File: src/rtl/xlt_pkg.sv
package xlt_pkg;
    // field select codes of the window write port
    typedef enum logic [1:0] {
        FLD_LBASE = 2'd0,
        FLD_MASK  = 2'd1,
        FLD_PBASE = 2'd2,
        FLD_CTRL  = 2'd3
    } xlt_fld_e;

    localparam int NPORT     = 2;
    localparam int PORT_CODE = 0;
    localparam int PORT_DATA = 1;
endpackage

File: src/rtl/xlt_regfile.sv
module xlt_regfile #(
    parameter int NWIN   = 4,
    parameter int LA_W   = 16,
    parameter int PA_W   = 24,
    parameter int DEV_W  = 2,
    parameter int WAIT_W = 4,
    parameter int CFG_W  = 32,
    parameter int IDX_W  = 2
) (
    input  logic                                          clk,
    input  logic                                          rst_n,
    input  logic                                          cfg_we,
    input  logic                                          cfg_port,
    input  logic [IDX_W-1:0]                              cfg_idx,
    input  logic [1:0]                                    cfg_fld,
    input  logic [CFG_W-1:0]                              cfg_wdata,
    output logic [xlt_pkg::NPORT-1:0][NWIN-1:0]           en,
    output logic [xlt_pkg::NPORT-1:0][NWIN-1:0][LA_W-1:0] lbase,
    output logic [xlt_pkg::NPORT-1:0][NWIN-1:0][LA_W-1:0] mask,
    output logic [xlt_pkg::NPORT-1:0][NWIN-1:0][PA_W-1:0] pbase,
    output logic [xlt_pkg::NPORT-1:0][NWIN-1:0][DEV_W-1:0] dev,
    output logic [xlt_pkg::NPORT-1:0][NWIN-1:0][WAIT_W-1:0] wt
);
    import xlt_pkg::*;

    localparam int EN_BIT = DEV_W + WAIT_W;

    typedef struct packed {
        logic [NPORT-1:0][NWIN-1:0]              en;
        logic [NPORT-1:0][NWIN-1:0][LA_W-1:0]    lbase;
        logic [NPORT-1:0][NWIN-1:0][LA_W-1:0]    mask;
        logic [NPORT-1:0][NWIN-1:0][PA_W-1:0]    pbase;
        logic [NPORT-1:0][NWIN-1:0][DEV_W-1:0]   dev;
        logic [NPORT-1:0][NWIN-1:0][WAIT_W-1:0]  wt;
    } regs_t;

    regs_t r_d, r_q;

    always_comb begin
        r_d = r_q;
        if (cfg_we) begin
            case (xlt_fld_e'(cfg_fld))
                FLD_LBASE: r_d.lbase[cfg_port][cfg_idx] = cfg_wdata[LA_W-1:0];
                FLD_MASK:  r_d.mask[cfg_port][cfg_idx]  = cfg_wdata[LA_W-1:0];
                FLD_PBASE: r_d.pbase[cfg_port][cfg_idx] = cfg_wdata[PA_W-1:0];
                default: begin
                    r_d.dev[cfg_port][cfg_idx] = cfg_wdata[DEV_W-1:0];
                    r_d.wt[cfg_port][cfg_idx]  = cfg_wdata[DEV_W +: WAIT_W];
                    r_d.en[cfg_port][cfg_idx]  = cfg_wdata[EN_BIT];
                end
            endcase
        end
    end

    always_ff @(posedge clk or negedge rst_n) begin
        if (!rst_n) r_q <= '0;
        else        r_q <= r_d;
    end

    assign en    = r_q.en;
    assign lbase = r_q.lbase;
    assign mask  = r_q.mask;
    assign pbase = r_q.pbase;
    assign dev   = r_q.dev;
    assign wt    = r_q.wt;
endmodule

File: src/rtl/xlt_match.sv
module xlt_match #(
    parameter int NWIN   = 4,
    parameter int LA_W   = 16,
    parameter int PA_W   = 24,
    parameter int DEV_W  = 2,
    parameter int WAIT_W = 4
) (
    input  logic [LA_W-1:0]               laddr,
    input  logic [NWIN-1:0]               en,
    input  logic [NWIN-1:0][LA_W-1:0]     lbase,
    input  logic [NWIN-1:0][LA_W-1:0]     mask,
    input  logic [NWIN-1:0][PA_W-1:0]     pbase,
    input  logic [NWIN-1:0][DEV_W-1:0]    dev,
    input  logic [NWIN-1:0][WAIT_W-1:0]   wt,
    output logic                          hit,
    output logic [PA_W-1:0]               paddr,
    output logic [DEV_W-1:0]              dev_o,
    output logic [WAIT_W-1:0]             wt_o
);
    logic [NWIN-1:0] win_hit;

    for (genvar w = 0; w < NWIN; w++) begin : g_cmp
        assign win_hit[w] = en[w] && ((laddr & mask[w]) == (lbase[w] & mask[w]));
    end

    // scan from the lowest priority upward so the lowest index is applied last
    always_comb begin
        hit   = 1'b0;
        paddr = PA_W'(laddr);
        dev_o = '0;
        wt_o  = '0;
        for (int w = NWIN - 1; w >= 0; w--) begin
            if (win_hit[w]) begin
                hit   = 1'b1;
                paddr = pbase[w] | PA_W'(laddr & ~mask[w]);
                dev_o = dev[w];
                wt_o  = wt[w];
            end
        end
    end
endmodule

File: src/rtl/xlt_waitctl.sv
module xlt_waitctl #(
    parameter int DEV_W  = 2,
    parameter int WAIT_W = 4
) (
    input  logic              clk,
    input  logic              rst_n,
    input  logic              grant,
    input  logic              ext,
    input  logic [WAIT_W-1:0] wt_in,
    input  logic [DEV_W-1:0]  dev_in,
    output logic              busy,
    output logic [DEV_W-1:0]  held_dev,
    output logic              ready
);
    typedef struct packed {
        logic              busy;
        logic [WAIT_W-1:0] cnt;
        logic [DEV_W-1:0]  dev;
    } st_t;

    st_t st_d, st_q;

    always_comb begin
        st_d = st_q;
        if (st_q.busy) begin
            if (st_q.cnt == '0) st_d.busy = 1'b0;
            else                st_d.cnt  = st_q.cnt - 1'b1;
        end else if (grant && ext && wt_in != '0) begin
            st_d.busy = 1'b1;
            st_d.cnt  = wt_in - 1'b1;
            st_d.dev  = dev_in;
        end
    end

    always_ff @(posedge clk or negedge rst_n) begin
        if (!rst_n) st_q <= '0;
        else        st_q <= st_d;
    end

    assign busy     = st_q.busy;
    assign held_dev = st_q.dev;
    assign ready    = (st_q.busy && st_q.cnt == '0)
                   || (!st_q.busy && grant && (!ext || wt_in == '0));
endmodule

File: src/rtl/win_xlate.sv
module win_xlate #(
    parameter  int NWIN   = 4,
    parameter  int LA_W   = 16,
    parameter  int PA_W   = 24,
    parameter  int DEV_W  = 2,
    parameter  int WAIT_W = 4,
    parameter  int CFG_W  = 32,
    localparam int IDX_W  = (NWIN > 1) ? $clog2(NWIN) : 1
) (
    input  logic              clk,
    input  logic              rst_n,
    input  logic              cfg_we,
    input  logic              cfg_port,
    input  logic [IDX_W-1:0]  cfg_idx,
    input  logic [1:0]        cfg_fld,
    input  logic [CFG_W-1:0]  cfg_wdata,
    input  logic              c_req,
    input  logic [LA_W-1:0]   c_laddr,
    output logic [PA_W-1:0]   c_paddr,
    output logic [DEV_W-1:0]  c_dev,
    output logic              c_ext,
    output logic              c_ready,
    input  logic              d_req,
    input  logic [LA_W-1:0]   d_laddr,
    output logic [PA_W-1:0]   d_paddr,
    output logic [DEV_W-1:0]  d_dev,
    output logic              d_ext,
    output logic              d_ready
);
    import xlt_pkg::*;

    logic [NPORT-1:0][NWIN-1:0]              en;
    logic [NPORT-1:0][NWIN-1:0][LA_W-1:0]    lbase;
    logic [NPORT-1:0][NWIN-1:0][LA_W-1:0]    mask;
    logic [NPORT-1:0][NWIN-1:0][PA_W-1:0]    pbase;
    logic [NPORT-1:0][NWIN-1:0][DEV_W-1:0]   wdev;
    logic [NPORT-1:0][NWIN-1:0][WAIT_W-1:0]  wwt;

    logic [NPORT-1:0]              req_a;
    logic [NPORT-1:0][LA_W-1:0]    la_a;
    logic [NPORT-1:0]              hit_a;
    logic [NPORT-1:0][PA_W-1:0]    pa_a;
    logic [NPORT-1:0][DEV_W-1:0]   dev_a;
    logic [NPORT-1:0][WAIT_W-1:0]  wt_a;
    logic [NPORT-1:0]              busy;
    logic [NPORT-1:0][DEV_W-1:0]   hdev;
    logic [NPORT-1:0]              grant;
    logic [NPORT-1:0]              rdy;

    xlt_regfile #(
        .NWIN(NWIN), .LA_W(LA_W), .PA_W(PA_W), .DEV_W(DEV_W),
        .WAIT_W(WAIT_W), .CFG_W(CFG_W), .IDX_W(IDX_W)
    ) u_regs (
        .clk(clk), .rst_n(rst_n), .cfg_we(cfg_we), .cfg_port(cfg_port),
        .cfg_idx(cfg_idx), .cfg_fld(cfg_fld), .cfg_wdata(cfg_wdata),
        .en(en), .lbase(lbase), .mask(mask), .pbase(pbase), .dev(wdev), .wt(wwt)
    );

    assign req_a[PORT_CODE] = c_req;
    assign req_a[PORT_DATA] = d_req;
    assign la_a[PORT_CODE]  = c_laddr;
    assign la_a[PORT_DATA]  = d_laddr;

    for (genvar p = 0; p < NPORT; p++) begin : g_port
        xlt_match #(
            .NWIN(NWIN), .LA_W(LA_W), .PA_W(PA_W), .DEV_W(DEV_W), .WAIT_W(WAIT_W)
        ) u_match (
            .laddr(la_a[p]), .en(en[p]), .lbase(lbase[p]), .mask(mask[p]),
            .pbase(pbase[p]), .dev(wdev[p]), .wt(wwt[p]),
            .hit(hit_a[p]), .paddr(pa_a[p]), .dev_o(dev_a[p]), .wt_o(wt_a[p])
        );

        xlt_waitctl #(.DEV_W(DEV_W), .WAIT_W(WAIT_W)) u_wait (
            .clk(clk), .rst_n(rst_n), .grant(grant[p]), .ext(hit_a[p]),
            .wt_in(wt_a[p]), .dev_in(dev_a[p]),
            .busy(busy[p]), .held_dev(hdev[p]), .ready(rdy[p])
        );
    end

    // device arbitration: data wins a same-cycle tie, a held device blocks the other port
    always_comb begin
        logic d_block, c_block;
        d_block = hit_a[PORT_DATA] && busy[PORT_CODE]
               && (hdev[PORT_CODE] == dev_a[PORT_DATA]);
        grant[PORT_DATA] = req_a[PORT_DATA] && !busy[PORT_DATA] && !d_block;
        c_block = hit_a[PORT_CODE]
               && ((busy[PORT_DATA] && hdev[PORT_DATA] == dev_a[PORT_CODE])
                || (grant[PORT_DATA] && hit_a[PORT_DATA]
                    && dev_a[PORT_DATA] == dev_a[PORT_CODE]));
        grant[PORT_CODE] = req_a[PORT_CODE] && !busy[PORT_CODE] && !c_block;
    end

    assign c_paddr = pa_a[PORT_CODE];
    assign c_dev   = dev_a[PORT_CODE];
    assign c_ext   = hit_a[PORT_CODE];
    assign c_ready = rdy[PORT_CODE];
    assign d_paddr = pa_a[PORT_DATA];
    assign d_dev   = dev_a[PORT_DATA];
    assign d_ext   = hit_a[PORT_DATA];
    assign d_ready = rdy[PORT_DATA];
endmodule

File: config.mk
export PLATFORM = sky130hd
export DESIGN_NAME = win_xlate
export DESIGN_NICKNAME = d
export VERILOG_FILES = /design/src/rtl/xlt_pkg.sv /design/src/rtl/xlt_regfile.sv /design/src/rtl/xlt_match.sv /design/src/rtl/xlt_waitctl.sv /design/src/rtl/win_xlate.sv
export SDC_FILE = /design/constraint.sdc
export NUM_CORES = 1
export LEC_CHECK = 0
export BUFFER_PORTS_ARGS = -buffer_cell sky130_fd_sc_hd__buf_2
export CORE_MARGIN = 1.5
export CORE_UTILIZATION = 45
export CTS_BUF_LIST = sky130_fd_sc_hd__clkbuf_8
export DETAILED_ROUTE_END_ITERATION = 8
export HOLD_SLACK_MARGIN = 0.15
export PLACE_DENSITY = 0.63
export SYNTH_ARGS = -nofsm -noshare
export SYNTH_HDL_FRONTEND = slang
export SYNTH_HIERARCHICAL = 1
export SYNTH_SLANG_ARGS = --single-unit
File: constraint.sdc
create_clock -name clk -period 4.2 [get_ports clk]
set_clock_uncertainty 0.05 [all_clocks]
set_input_delay 0 -clock clk [delete_from_list [all_inputs] [get_ports clk]]
set_output_delay 0 -clock clk [all_outputs]
set_load 0.02 [all_outputs]
Yosys cells after proc, flatten, opt, wreduce, memory -nomap -nowiden

Cells that the tools add are included.

Add/subtract/negate cells: 4
Magnitude comparators: 4
Mux-type cells: 66
Equality and inequality tests: 15
Reduce and logical (&&, ||, !) cells: 58
Bitwise operators: 43

Operators with widths:

| cell                                                               | count |
|---|---|
| 16-bit AND                                                         | 16 |
| 128-bit bitwise mux                                                | 2 |
| 24-bit 2-to-1 mux                                                  | 9 |
| 16-bit by 24-bit AND with 24-bit output                            | 8 |
| 192-bit bitwise mux                                                | 1 |
| 16-bit NOT with 24-bit output                                      | 8 |
| 24-bit bitwise OR                                                  | 8 |
| 16-bit equality test                                               | 8 |
| 96-bit demux with 1-bit select                                     | 1 |
| 96-bit 2-to-1 mux                                                  | 1 |
| 64-bit demux with 1-bit select                                     | 1 |
| 64-bit 2-to-1 mux                                                  | 1 |
| 24-bit demux with 2-bit select                                     | 1 |
| 4-bit 2-to-1 mux                                                   | 12 |
| 32-bit bitwise mux                                                 | 1 |
| 16-bit demux with 2-bit select                                     | 1 |
| 16-bit 2-to-1 mux                                                  | 2 |
| 1-bit logical AND                                                  | 29 |
| 2-bit 2-to-1 mux                                                   | 9 |
| 16-bit bitwise mux                                                 | 1 |
| 16-bit demux with 1-bit select                                     | 1 |
| 4-bit logical NOT                                                  | 4 |
| 2-bit AND reduction                                                | 8 |
| 4-bit by 1-bit subtractor with 4-bit output, second input constant | 4 |
| other kinds (25)                                                   | 53 |

Flip-flop bits (word level): 518
Output and inout port bits: 56
Word-level logic and storage cells: 238
Input bits: 74

Longest topological paths before layout

Depth after elaboration: 21
Gate-level depth with buffers: 18
Mapped depth without buffers: 13

Hierarchy

Netlist, hierarchy kept.

By module, submodules not included:

| module      | times used | area an instance (um^2) | seq. area each (um^2) | cells an instance |
|---|---|---|---|---|
| xlt_regfile | 1          | 18,894.4                | 12,612.1              | 1,137 |
| xlt_match   | 2          | 2,444.8                 | 0.0                   | 354 |
| xlt_waitctl | 2          | 470.5                   | 175.2                 | 46 |
| win_xlate   | 1          | 93.8                    | 0.0                   | 12 |

Worst setup path after synthesis

Ideal clock, no wire load.

Path type: reg-to-reg
From: reg u_regs.r_q, in the netlist u_regs/lbase[67]
To: reg g_port[0].u_wait/st_q[4] (netlist bit)
Arrival: 3.704 ns
Setup time: 0.126 ns
Clock period less this slack: 3.881 ns
Stages on the path, launching flop included: 17
Data required time: 4.024 ns
Path slack: 0.319 ns
Path buffers: 3
Cell sequence: dfrtp_1 xnor2_2 o22ai_1 or4_1 or4_1 buf_2 nand2b_4 buf_6 o22ai_1 nor2_1 xor2_1 nor4_1 nor4bb_1 nand3b_1 or2_1 buf_2 a311o_1

Word-level cells in the longest chain between the ends: 18
Elaborated cells on any way between the ends: 21
Classes of those cells: eq/ne: 3; mux: 2; bitwise: 1; reduce/logical: 15

RTL lines:

| element                           | RTL line          | RTL |
|---|---|---|
| start, declared                   | xlt_regfile.sv:37 | `regs_t r_d, r_q;` |
| start signal, assigned            | xlt_regfile.sv:57 | `else r_q <= r_d;` |
| 16-bit AND *                      | xlt_match.sv:23   | `assign win_hit[w] = en[w] && ((laddr & mask[w]) == (lbase[w] & mask[w]));` |
| 16-bit equality test *            | xlt_match.sv:23   |  |
| 1-bit logical AND *               | xlt_match.sv:23   |  |
| 2-bit 2-to-1 mux *                | xlt_match.sv:33   | `if (win_hit[w]) begin` |
| net d_dev[1]                      | win_xlate.sv:26   | `output logic [DEV_W-1:0] d_dev,` |
| 2-bit equality test               | win_xlate.sv:84   | `&& (hdev[PORT_CODE] == dev_a[PORT_DATA]);` |
| 1-bit logical AND                 | win_xlate.sv:84   |  |
| 1-bit logical NOT                 | win_xlate.sv:85   | `grant[PORT_DATA] = req_a[PORT_DATA] && !busy[PORT_DATA] && !d_block;` |
| [... 3 more ...]                  | n/a               |  |
| 1-bit logical OR *                | win_xlate.sv:88   | `\|\| (grant[PORT_DATA] && hit_a[PORT_DATA]` |
| 1-bit logical AND *               | win_xlate.sv:87   | `&& ((busy[PORT_DATA] && hdev[PORT_DATA] == dev_a[PORT_CODE])` |
| 1-bit logical NOT *               | win_xlate.sv:90   | `grant[PORT_CODE] = req_a[PORT_CODE] && !busy[PORT_CODE] && !c_block;` |
| 1-bit logical AND *               | win_xlate.sv:90   |  |
| net grant[0]                      | win_xlate.sv:47   | `logic [NPORT-1:0] grant;` |
| 1-bit logical AND * (2 in series) | xlt_waitctl.sv:28 | `end else if (grant && ext && wt_in != '0) begin` |
| 2-bit nonzero test (no line) *    | n/a               |  |
| 2-bit AND reduction (no line) *   | n/a               |  |
| end signal, assigned              | xlt_waitctl.sv:37 | `else st_q <= st_d;` |
| end, declared                     | xlt_waitctl.sv:21 | `st_t st_d, st_q;` |

The timed path passes the listed nets; every way through them passes the cells marked *.
A chain may end at the register's enable or synchronous reset.

Worst setup path after layout

From: reg u_regs.r_q, in the netlist u_regs/lbase[104]
To: out c_ready

Word-level cells in the longest chain between the ends: 19
Elaborated cells on any way between the ends: 24
Classes of those cells: eq/ne: 3; mux: 6; bitwise: 1; reduce/logical: 14

RTL lines:

| element                                                            | RTL line                         | RTL |
|---|---|---|
| 16-bit AND *                                                       | xlt_match.sv:23                  |  |
| 16-bit equality test *                                             | xlt_match.sv:23                  |  |
| 1-bit logical AND *                                                | xlt_match.sv:23                  |  |
| 2-bit 2-to-1 mux or 1-bit 2-to-1 mux (tied branches) (3 in series) | xlt_match.sv:33                  |  |
| 2-bit equality test or 1-bit logical AND (tied branches)           | win_xlate.sv:84, win_xlate.sv:83 |  |
| 1-bit logical AND                                                  | win_xlate.sv:84                  |  |
| 1-bit logical NOT                                                  | win_xlate.sv:85                  |  |
| 1-bit logical AND                                                  | win_xlate.sv:85                  |  |
| 1-bit logical AND                                                  | win_xlate.sv:88                  |  |
| 1-bit logical AND *                                                | win_xlate.sv:89                  | `&& dev_a[PORT_DATA] == dev_a[PORT_CODE]));` |
| 1-bit logical OR *                                                 | win_xlate.sv:88                  |  |
| 1-bit logical AND *                                                | win_xlate.sv:87                  |  |
| 1-bit logical NOT *                                                | win_xlate.sv:90                  |  |
| 1-bit logical AND *                                                | win_xlate.sv:90                  |  |
| net grant[0]                                                       | win_xlate.sv:47                  |  |
| 1-bit logical AND * (2 in series)                                  | xlt_waitctl.sv:43                | `\|\| (!st_q.busy && grant && (!ext \|\| wt_in == '0));` |
| 1-bit logical OR *                                                 | xlt_waitctl.sv:43                |  |
| end, declared                                                      | win_xlate.sv:22                  | `output logic c_ready,` |

Marks and branches as above.

==> out/qor.txt <==
Int Power: 10300 µW
CTS sink count: 518
Synth Flop Type: dfrtp_1
power share of the clock group: 31.3%
fin worst setup slack: 0.0173 ns
Worst slew margin: 19.8%
full die area: 0.0566 mm²
# nets final: 2192
drt pass-1 iters: 5
most frequent cells in the layout: dfrtp_1 (518), mux2_2 (508), inv_1 (140)
clk_lat worst skew: 0.69 ns
Cell Rows: 85
GPL Wtd Cong: 0.822
fin crit period: 4.18 ns
hold path cells: 3
first-pass GRT wire length: 104000 µm
Crit. End Element: output pin
drt drc: 0
Syn Area/Cell: 12.7 µm²
total gr overflow: 0
Yosys Warn Count: 6
GRT Util Overall: 24.2%
via count of the first global-routing pass: 17300
main area contributors after synthesis: dfrtp_1 (52%), mux2_2 (23%), xnor2_1 (3.2%)
die span in x: 238 µm
Worst Max-Slew Pin Slew: 1.20 ns
number of buffers inserted by port buffering: 121
DRT antenna net count: 0
Cells after Synth: 1949
initial antenna violation count: 3
reg-to-reg endpoint: g_port[0].u_wait/st_q[4]$_DFFE_PN0P_
Largest delay share family, worst path: simple AND/OR/NAND/NOR gates
VDD IR-drop max: 0.213 mV
TritonCTS clock tree: done
CP Data Arrival Time: 4.13 ns
Max Cap Viol: 0
commonest non-fill, non-tap cell in the layout: dfrtp_1
min-delay src: cfg_wdata[20]
Finished Core Util: 52.6%
Clock Path Buffers: 3
Psw: 4580 µW
Slew Limit Fails: 0
share of cells above drive strength 1: 41.0%
Hold Path End: u_regs/pbase[140]$_DFFE_PN0P_
vias per cell: 5.71
pwr dens: 523 mW/mm²
sw frac: 30.7%
period utilization: 99.6%
ys async rst share: 100%
post-detail-place hpwl: 44700 µm
Combinational Power Share: 24.2%
FILL cells: 4665
top cell type's share of synthesized area: 52.2%
Worst Path Required: 4.15 ns
Clock transition at path regs: 0.06 ns
post-place setup slack: 0.0711 ns
r2r worst-path depth: 14
largest net degree at the start of global routing: 166
outcome: complete, no violations
I/O Pins: 130
CP max FO: 4
root buffer cell: clkbuf_8
area growth from synthesis to layout: 14.7%
final setup violating endpoints: 0
Synth Net Count: 2031
worst path cell trace: xnor2_2 > o22ai_1 > or3_1 > nor4b_4 > and2b_2 > a221oi_2 > nor2_2 > xor2_1 > nor4_1 > nor4bb_1 > o211ai_1 > o21ai_0 > buf_2
count of state elements after synthesis: 518
Synth cell types: 53
Final Hold Fails: 0
Max Clk Rate: 239 MHz
DRT iter0 DRCs: 954
Leak: 0.0130 µW
Core Footprint: 0.0541 mm²
Reg power frac: 44.5%
Initial Util: 45.8%
setup slack, reg-to-reg: 0.06 ns
number of flops mapped to enable cells by yosys: 0
launch point of the worst reg-to-reg path: u_regs/lbase[104]$_DFFE_PN0P_
H-tree levels: 3
crit path launch type: register
CP peak stage delay: 0.45 ns
WL/cell: 23.6 µm
final wirelength: 68000 µm
via count: 16400
sequential cell area fraction in the yosys report: 52.2%
die extent in y: 238 µm
Hold WC Path Type: in2reg
Worst Path Buf+Inv: 1
Cell Area, Synth: 0.0248 mm²
Crit-path slowest cell: nor4bb_1
top cell type by total area after synthesis: dfrtp_1
WS Path Type: reg2out
CTS Buf Count: 88
worst min-delay path, delay by kind of cell:
family / cells / cell delay [ns]
muxes: 1 / 0.19
buffers and inverters: 2 / 0.74
metrics by stage:
stage / hold slack [ns] / TNS (ns) / total power, µW / cell area, µm² / std cells
after global routing: 0.232 / -0.0584 / 15700 / 28500 / 2876
final: 0.243 / 0 / 14900 / 28500 / 2877
after floorplan: -0.346 / 0 / 9040 / 24800 / 1949
after CTS: 0.185 / 0 / 14900 / 28200 / 2866
after global placement: -0.0911 / 0 / 10000 / 25900 / 2661
after detailed placement: -0.0891 / 0 / 10200 / 25900 / 2661
repair_timing:
item	CTS	global route
endpoints found under the setup margin	2	5
gates resized for setup	9	23
hold endpoints to repair	1036	0
hold buffers	45	0
pin swaps	1	8
gates cloned	0	1
buffers inserted	1	8
state kept, by name (all words and copies together), names as in the netlist:
name	cells
g_port.u_wait/busy	2
g_port.u_wait/held_dev	4
g_port.u_wait/st_q	8
u_regs/dev	16
u_regs/en	8
u_regs/lbase	128
u_regs/mask	128
u_regs/pbase	192
u_regs/wt	32
cell families (layout without fill, tap and decap cells):
group | Yosys count | in the layout | synth area share [%]
buffers and inverters | 273 | 503 | 5.37
flip-flops | 518 | 518 | 52.2
other | 0 | 2 | 0
AND/OR/NAND/NOR | 173 | 173 | 4.10
multiplexers | 508 | 508 | 23.0
XOR/XNOR | 138 | 138 | 4.99
AO/OA/AOI/OAI | 331 | 331 | 9.86
adder cells (fa/ha/maj) | 8 | 8 | 0.403
per-layer routing:
layer	wire length (µm)	GRT usage, %
met5	27	0
met4	1210	7.01
met3	3260	4.20
met2	32300	39.3
met1	31200	33.3
power groups by stage:
stage,Clock (µW),Combinational [µW],Sequential (µW)
6_report,4650,3610,6620
3_5_place_dp,0,3470,6690
2_1_floorplan,0,2540,6500
3_3_place_gp,0,3380,6630
5_1_grt,5020,3900,6750
4_1_cts,4770,3540,6610
worst max path at each step:
stage	to	from	cells after the start	slack [ns]
after floorplan	g_port[0].u_wait/st_q[4]$_DFFE_PN0P_	u_regs/lbase[67]$_DFFE_PN0P_	16	0.32
after global placement	g_port[0].u_wait/st_q[4]$_DFFE_PN0P_	u_regs/lbase[42]$_DFFE_PN0P_	13	0.16
after detailed placement	g_port[0].u_wait/st_q[4]$_DFFE_PN0P_	u_regs/lbase[67]$_DFFE_PN0P_	13	0.07
after CTS	c_ready	u_regs/lbase[35]$_DFFE_PN0P_	15	0.001
after global routing	c_ready	u_regs/lbase[104]$_DFFE_PN0P_	13	-0.06
final	c_ready	u_regs/lbase[104]$_DFFE_PN0P_	13	0.02
synth_stat cells (18+ instances only):
cell type / instances
buf_4: 18
a221oi_1: 60
xor2_1: 42
a21oi_1: 96
a211o_1: 32
buf_6: 20
dfrtp_1: 518
xnor2_1: 92
clkbuf_1: 54
o22ai_1: 68
nand3_1: 38
mux2_2: 508
buf_2: 73
o221ai_2: 20
inv_1: 108
nor2_1: 45
cell type report:
cell class / instances / area, µm² / area share, %
Sequential cell: 518 / 13000 / 45.6
Multi-Input combinational cell: 1158 / 10700 / 37.5
Timing Repair Buffer: 236 / 1690 / 5.95
Clock buffer: 116 / 1600 / 5.61
Tap cell: 696 / 871 / 3.06
Inverter: 108 / 405 / 1.42
Clock inverter: 43 / 246 / 0.866
Antenna cell: 2 / 5.00 / 0.0176
(Power assumes the default switching activity.)
